<file path="config.mk">
export PLATFORM = sky130hd
export DESIGN_NAME = sdram_init_seq
export DESIGN_NICKNAME = d
export VERILOG_FILES = /design/src/rtl/sdram_init_pkg.sv /design/src/rtl/sdram_init_timer.sv /design/src/rtl/sdram_init_fsm.sv /design/src/rtl/sdram_mode_word.sv /design/src/rtl/sdram_init_seq.sv
export SDC_FILE = /design/constraint.sdc
export NUM_CORES = 1
export LEC_CHECK = 0
export ABC_AREA = 1
export BUFFER_PORTS_ARGS = -buffer_cell sky130_fd_sc_hd__buf_2
export CAP_MARGIN = 10
export CORE_ASPECT_RATIO = 2
export CORE_MARGIN = 1.5
export CORE_UTILIZATION = 47
export DETAILED_ROUTE_END_ITERATION = 8
export GPL_TIMING_DRIVEN = 0
export PLACE_DENSITY = 0.77
export RECOVER_POWER = 50
export SLEW_MARGIN = 20
export SYNTH_ARGS = -nofsm -noshare
export SYNTH_HDL_FRONTEND = slang
export SYNTH_SLANG_ARGS = --single-unit
</file>
<file path="constraint.sdc">
create_clock -name clk_i -period 1.65 [get_ports clk_i]
set_input_delay 0.165 -clock clk_i [delete_from_list [all_inputs] [get_ports clk_i]]
set_output_delay 0.165 -clock clk_i [all_outputs]
set_load 0.02 [all_outputs]
</file>
<file path="src/rtl/sdram_init_pkg.sv">
package sdram_init_pkg;

  // {cs_n, ras_n, cas_n, we_n}
  typedef enum logic [3:0] {
    CMD_LMR = 4'b0000,
    CMD_REF = 4'b0001,
    CMD_PRE = 4'b0010,
    CMD_NOP = 4'b0111
  } sdram_cmd_e;

  typedef enum logic [3:0] {
    ST_WAIT, ST_PRE, ST_TRP, ST_REF1, ST_TRC1,
    ST_REF2, ST_TRC2, ST_LMR, ST_TMRD, ST_DONE
  } init_st_e;

  // packed MSB..LSB matches mode word bits 9..0
  typedef struct packed {
    logic       wr_burst;
    logic [1:0] op_mode;
    logic [2:0] cas_lat;
    logic       burst_type;
    logic [2:0] burst_len;
  } mode_fields_t;

  localparam int unsigned MODE_FIELD_W = $bits(mode_fields_t);
  localparam int unsigned A10_BIT      = 10;

endpackage

</file>
<file path="src/rtl/sdram_init_timer.sv">
module sdram_init_timer #(
  parameter int unsigned CNT_W   = 16,
  parameter int unsigned RST_VAL = 0
) (
  input  logic             clk_i,
  input  logic             rst_ni,
  input  logic             load_i,
  input  logic [CNT_W-1:0] load_val_i,
  output logic             zero_o
);

  logic [CNT_W-1:0] cnt_q;

  always_ff @(posedge clk_i or negedge rst_ni) begin
    if (!rst_ni)              cnt_q <= CNT_W'(RST_VAL);
    else if (load_i)          cnt_q <= load_val_i;
    else if (cnt_q != '0)     cnt_q <= cnt_q - 1'b1;
  end

  assign zero_o = (cnt_q == '0);

endmodule

</file>
<file path="src/rtl/sdram_init_fsm.sv">
module sdram_init_fsm
  import sdram_init_pkg::*;
#(
  parameter int unsigned CNT_W = 16,
  parameter int unsigned T_RP  = 3,
  parameter int unsigned T_RC  = 9,
  parameter int unsigned T_MRD = 2
) (
  input  logic             clk_i,
  input  logic             rst_ni,
  input  logic             zero_i,
  output logic             load_o,
  output logic [CNT_W-1:0] load_val_o,
  output init_st_e         state_o
);

  // gap states last T-1 cycles, so the timer loads T-2
  localparam logic [CNT_W-1:0] GAP_RP  = CNT_W'(T_RP - 2);
  localparam logic [CNT_W-1:0] GAP_RC  = CNT_W'(T_RC - 2);
  localparam logic [CNT_W-1:0] GAP_MRD = CNT_W'(T_MRD - 2);

  init_st_e state_q, state_d;

  always_comb begin
    state_d    = state_q;
    load_val_o = '0;
    unique case (state_q)
      ST_WAIT: state_d = ST_PRE;
      ST_PRE:  begin state_d = ST_TRP;  load_val_o = GAP_RP;  end
      ST_TRP:  state_d = ST_REF1;
      ST_REF1: begin state_d = ST_TRC1; load_val_o = GAP_RC;  end
      ST_TRC1: state_d = ST_REF2;
      ST_REF2: begin state_d = ST_TRC2; load_val_o = GAP_RC;  end
      ST_TRC2: state_d = ST_LMR;
      ST_LMR:  begin state_d = ST_TMRD; load_val_o = GAP_MRD; end
      ST_TMRD: state_d = ST_DONE;
      default: state_d = ST_DONE;
    endcase
  end

  assign load_o = zero_i && (state_q != ST_DONE);

  always_ff @(posedge clk_i or negedge rst_ni) begin
    if (!rst_ni)     state_q <= ST_WAIT;
    else if (load_o) state_q <= state_d;
  end

  assign state_o = state_q;

endmodule

</file>
<file path="src/rtl/sdram_mode_word.sv">
module sdram_mode_word
  import sdram_init_pkg::*;
#(
  parameter int unsigned ADDR_W = 13
) (
  input  mode_fields_t      fields_i,
  output logic [ADDR_W-1:0] word_o
);

  localparam int unsigned PAD_W = ADDR_W - MODE_FIELD_W;

  // reserved and unused upper bits forced low
  assign word_o = {{PAD_W{1'b0}}, fields_i};

endmodule

</file>
<file path="src/rtl/sdram_init_seq.sv">
module sdram_init_seq
  import sdram_init_pkg::*;
#(
  parameter int unsigned CLK_MHZ  = 133,
  parameter int unsigned PWRUP_US = 100,
  parameter int unsigned T_RP     = 3,
  parameter int unsigned T_RC     = 9,
  parameter int unsigned T_MRD    = 2,
  parameter int unsigned ADDR_W   = 13,
  parameter int unsigned BA_W     = 2
) (
  input  logic              clk_i,
  input  logic              rst_ni,
  input  logic [2:0]        burst_len_i,
  input  logic              burst_type_i,
  input  logic [2:0]        cas_lat_i,
  input  logic [1:0]        op_mode_i,
  input  logic              wr_burst_i,
  output logic              cs_no,
  output logic              ras_no,
  output logic              cas_no,
  output logic              we_no,
  output logic [ADDR_W-1:0] addr_o,
  output logic [BA_W-1:0]   ba_o,
  output logic              done_o
);

  localparam int unsigned PWR_CYC = CLK_MHZ * PWRUP_US;
  localparam int unsigned MAX_T   = (T_RC > T_RP) ? ((T_RC > T_MRD) ? T_RC : T_MRD)
                                                  : ((T_RP > T_MRD) ? T_RP : T_MRD);
  localparam int unsigned MAX_CNT = (PWR_CYC > MAX_T) ? PWR_CYC : MAX_T;
  localparam int unsigned CNT_W   = $clog2(MAX_CNT + 1);

  logic             tmr_zero, tmr_load;
  logic [CNT_W-1:0] tmr_val;
  init_st_e         state;
  mode_fields_t     fields;
  logic [ADDR_W-1:0] mode_word;
  sdram_cmd_e       cmd;

  sdram_init_timer #(.CNT_W(CNT_W), .RST_VAL(PWR_CYC - 1)) u_timer (
    .clk_i      (clk_i),
    .rst_ni     (rst_ni),
    .load_i     (tmr_load),
    .load_val_i (tmr_val),
    .zero_o     (tmr_zero)
  );

  sdram_init_fsm #(.CNT_W(CNT_W), .T_RP(T_RP), .T_RC(T_RC), .T_MRD(T_MRD)) u_fsm (
    .clk_i      (clk_i),
    .rst_ni     (rst_ni),
    .zero_i     (tmr_zero),
    .load_o     (tmr_load),
    .load_val_o (tmr_val),
    .state_o    (state)
  );

  assign fields = '{wr_burst:   wr_burst_i,
                    op_mode:    op_mode_i,
                    cas_lat:    cas_lat_i,
                    burst_type: burst_type_i,
                    burst_len:  burst_len_i};

  sdram_mode_word #(.ADDR_W(ADDR_W)) u_mode (
    .fields_i (fields),
    .word_o   (mode_word)
  );

  always_comb begin
    cmd    = CMD_NOP;
    addr_o = '0;
    unique case (state)
      ST_PRE: begin
        cmd             = CMD_PRE;
        addr_o[A10_BIT] = 1'b1;
      end
      ST_REF1, ST_REF2: cmd = CMD_REF;
      ST_LMR: begin
        cmd    = CMD_LMR;
        addr_o = mode_word;
      end
      default: cmd = CMD_NOP;
    endcase
  end

  assign {cs_no, ras_no, cas_no, we_no} = cmd;
  assign ba_o   = '0;
  assign done_o = (state == ST_DONE);

endmodule

</file>
# After elaboration in Yosys (flattened, before gate mapping)
# Index checks and enable logic that the tools add are counted.
[word_totals]
register_bits = 18
inputBits = 12
out_inout_bits = 20
elab_cells = 25
[classes]
add_sub_neg = 1
eq_ne = 9
muxes = 7
n_reduce_logical = 6
[ops]
columns = ["cell", "count"]
rows = [
  ["$pmux W4 S8", 1],
  ["$mux W14", 2],
  ["$eq A4 B3 Y1 const B", 4],
  ["$logic_not A14 Y1", 1],
  ["$reduce_bool A14 Y1", 1],
  ["$sub A14 B1 Y14 const B", 1],
  ["$mux W10", 1],
  ["$pmux W3 S3", 1],
  ["$eq A4 B2 Y1 const B", 2],
  ["$pmux W3 S2", 1],
  ["$eq A4 B1 Y1 const B", 1],
  ["$eq A4 B4 Y1 const B", 1],
  ["$logic_not A4 Y1", 1],
  ["$ne A4 B4 Y1 const B", 1],
  ["$reduce_bool A2 Y1", 1],
  ["$reduce_or A2 Y1", 1],
  ["$logic_and A1 B1 Y1", 1],
  ["$mux W1", 1],
]

# Longest topological paths before layout
[logic_depth]
depth_word = 4
ltp_mapped = 8

# Cells and area by module
# From an unflattened synthesis, not the netlist that was laid out.
[hier_totals]
cells_unflattened = 254
area_unflattened_um2 = 1739.2
[by_module_without_submodules]
columns = ["module", "instances", "cells_per_inst", "area_per_inst_um2", "seq_area_each_um2"]
rows = [
  ["sdram_init_timer", 1, 144, 1021.0, 362.8],
  ["sdram_init_fsm", 1, 48, 330.3, 100.1],
  ["sdram_init_seq", 1, 48, 286.5, 0.0],
  ["sdram_mode_word", 1, 14, 101.3, 0.0],
]

# Least setup slack after synthesis
# OpenSTA, ideal clock, no wires.
[synth_path]
path_type = "register to output"
start = "reg u_fsm.state_q[3] (netlist: u_fsm.state_o[3])"
end = "out addr_o[0]"
t_arrival_ps = 1194
required_time_ps = 1485
setup_slack_ps = 291
path_stages_with_launch = 7
path_buffers = 1
cell_sequence = "dfrtp_1 > inv_1 > nand2_1 > nor2_1 > inv_1 > buf_2 > nor2_1"
[synth_via]
elab_chain_cells = 2
[synth_lines]
columns = ["element", "line", "source"]
rows = [
  ["start: declaration", "sdram_init_fsm.sv:22", "init_st_e state_q, state_d;"],
  ["start signal: assignment", "sdram_init_fsm.sv:45", "else if (load_o) state_q <= state_d;"],
  ["$eq A4 B3 Y1", "sdram_init_seq.sv:72", "unique case (state)"],
  ["$mux W10", "sdram_init_seq.sv:72", ""],
  ["end: declaration", "sdram_init_seq.sv:23", "output logic [ADDR_W-1:0] addr_o,"],
]
# No other way between the ends.

# Worst setup path after layout
[layout_path]
start = "reg u_fsm.state_q[3] (netlist: u_fsm.state_o[3])"
end = "out addr_o[1]"
# Same word-level chain as after synthesis.

==> reports/results.txt <==
outcome: finished clean
fin cells: 257
Synth Instances: 194
IO buf count: 26
worst reg-to-reg setup slack: 130 ps
Critical Path Sink Type: output pin
Root Buffer: clkbuf_8
vias in the first global route: 1194
reg2reg start: u_timer.cnt_q[0]
final core occ: 61.7%
Setup WS pre-CTS: 146 ps
final wirelength: 2880 um
Peak VDD IR: 0.582 mV
Slew Viols, Final: 0
cts bufs inserted: 3
Max Clock Skew: 1.83 ps
CP max-delay cell: dfrtp_2
Worst Path Max Fanout: 10
most frequent cells in the layout: nand2_1 (39), nor2_1 (33), inv_1 (32), nand3_1 (16)
final setup fails: 0
leak pwr: 0.888 nW
Routability Congestion: 0.892
worst slew pin tran: 967 ps
Residual DRC: 0
CP peak stage delay: 430 ps
Die Ht: 77.2 um
top layer in use: met4
# fillers: 233
H-tree depth: 1
DR WL met3: 106 um
Placeable Area: 0.00257 mm^2
Synth top area share: 20.3%
syn avg cell area: 6.67 um^2
I/O pin count: 32
post-route minimum period: 1560 ps
final hold violations: 0
global-route wire length before repair: 4660 um
worst hold path class: register to register
starting density of the core: 50.3%
fraction of layout cells with a size suffix above 1: 31.0%
fin nets: 245
Worst slew margin: 35.6%
FF+latch area: 464 um^2
Ys Warns: 0
Yosys top cell by area: dfstp_2
synthesized area: 0.00129 mm^2
worst skew pair latency: 250 ps
CP Class: register to output pin
ANT nets after route: 0
Die ar.: 0.00310 mm^2
PwrDens: 501 mW/mm^2
CP Data Required Time: 1480 ps
pin count of the biggest net entering global routing: 19
number of vias per cell: 4.97
unrepaired setup endpoints after global routing: no
via count: 1277
Cell variety after synth: 27
crit-path cells: inv_4, nand2_2, nor2_4, inv_1, buf_6, nor2_1, buf_2
Clock transition at path regs: 60 ps
combinational cell fraction of total power: 6.0%
met2 WL: 1670 um
register area share after synthesis: 35.8%
worst setup path startpoint: u_fsm.state_o[3]
gr usage total: 21.1%
Pre-antenna DRT Iters: 4
Min Hold Slack: 490 ps
dpl cells: 252
gr ovfl total: 0
top post-synthesis cells by area: dfstp_2 (20%), dfrtp_1 (15%), nand2_1 (12%), nor2_1 (11%), inv_1 (9.6%)
routed len/inst: 11.2 um
Area Overhead vs Synth: 22.5%
MaxCap Viol Count: 0
Clk network pwr share: 38.3%
Tcrit/Tclk final: 94.3%
Switch Pwr: 0.169 mW
die width: 40.1 um
TNS Setup: 0 ps
Ant. Diodes: 0
CTS tree: done
initial DRC count: 17
most common library cell in the layout ignoring fill and taps: nand2_1
WP data arrival: 1390 ps
Net Sw Frac: 21.3%
Max Freq: 643 MHz
Site Rows: 26
Final WS setup: 94.4 ps
Seq pwr share: 55.7%
area of the multi-input gates: 674 um^2
Hold Crit Start: u_timer.cnt_q[8]
CTS Buffer Depth: 2
CTS sink cnt: 18
initial antenna violation count: 0
#FFs+latches synth: 18
Cell Int Power: 0.625 mW
CP bufs+invs: 4
cell family with most CP delay: buffers and inverters
Post-DP HPWL: 2290 um
wl on met1: 1010 um
Startpoint Class: register
## cells by family after synthesis
| family | Yosys count | share of synthesized area (%) |
|---|---|---|
| adder cells (fa/ha/maj) | 2 | 1.93 |
| AND/OR/NAND/NOR | 117 | 41.4 |
| AO/OA/AOI/OAI | 11 | 4.93 |
| XOR/XNOR | 1 | 0.677 |
| flip-flops | 18 | 35.8 |
| buffers and inverters | 44 | 15.0 |
| other | 1 | 0.290 |
## worst min-delay path, cell delays in order, from the launching register on
cell and delay [ps]:
dfstp_2 390, nand2_1 60, nand2_1 40
## final timing paths
path | cells past startpoint | end
worst min-delay path | 2 | u_timer.cnt_q[8]
worst max register to register | 8 | u_timer.cnt_q[12]
max in group asynchronous | 2 | u_fsm.state_o[3]
min in group asynchronous | 2 | u_timer.cnt_q[10]
worst min register to register | 2 | u_timer.cnt_q[8]
worst max-delay path | 7 | addr_o[1]
## metal layers
metal	GRT usage [%]	vias up
met5	0	-
met4	11.4	0
met3	2.02	8
met2	39.2	31
met1	19.4	582
li1	-	656
## cells in the mapped netlist
master,n
buf_6,1
conb_1,1
o21ai_2,1
xnor2_1,1
nand3_2,2
ha_1,2
buf_4,5
dfrtp_1,8
nor2_1,39
dfstp_2,10
nand4_1,8
nor2_2,5
a211oi_1,1
or2_2,1
nand2_2,2
inv_2,3
a22oi_1,1
nor2_4,2
nor3_1,1
inv_1,33
nand2_1,40
clkinv_2,1
nand3_1,16
a21oi_1,1
o21ai_0,7
nand2_4,1
buf_2,1
## power by group through the flow
stage / sequential [mW] / combinational (mW) / clock [mW]
5_1_grt: 0.442 / 0.0540 / 0.323
3_5_place_dp: 0.450 / 0.0449 / 0
3_3_place_gp: 0.450 / 0.0437 / 0
4_1_cts: 0.442 / 0.0468 / 0.315
2_1_floorplan: 0.450 / 0.0234 / 0
6_report: 0.442 / 0.0474 / 0.304
## stage by stage
| step | power, mW | area [um^2] |
|---|---|---|
| 4_1_cts | 0.804 | 1540 |
| 6_report | 0.794 | 1590 |
| 3_5_place_dp | 0.495 | 1470 |
| 2_1_floorplan | 0.473 | 1310 |
| 5_1_grt | 0.819 | 1590 |
| 3_3_place_gp | 0.493 | 1470 |
## cell type report
class | instances | share of cell area [%]
multi-input combinational | 136 | 42.5
sequential | 18 | 29.3
tap | 28 | 2.21
clock buffer | 3 | 2.60
inverter | 37 | 9.00
timing repair buffer | 28 | 10.6
buffer | 7 | 3.79
## timing repair
item / CTS / global route
pin swaps: 0 / 1
hold buffers: 1 / 0
cloned: 0 / 0
hold endpoints to repair: 8 / 0
setup buffers: 1 / 0
setup endpoints to repair: 10 / 10
gates resized for setup: 6 / 17
## sequential cells by signal, indices dropped and copies added (netlist names)
name           count
u_timer.cnt_q     14
u_fsm.state_o      4
Power figures use the tool's default switching activity.
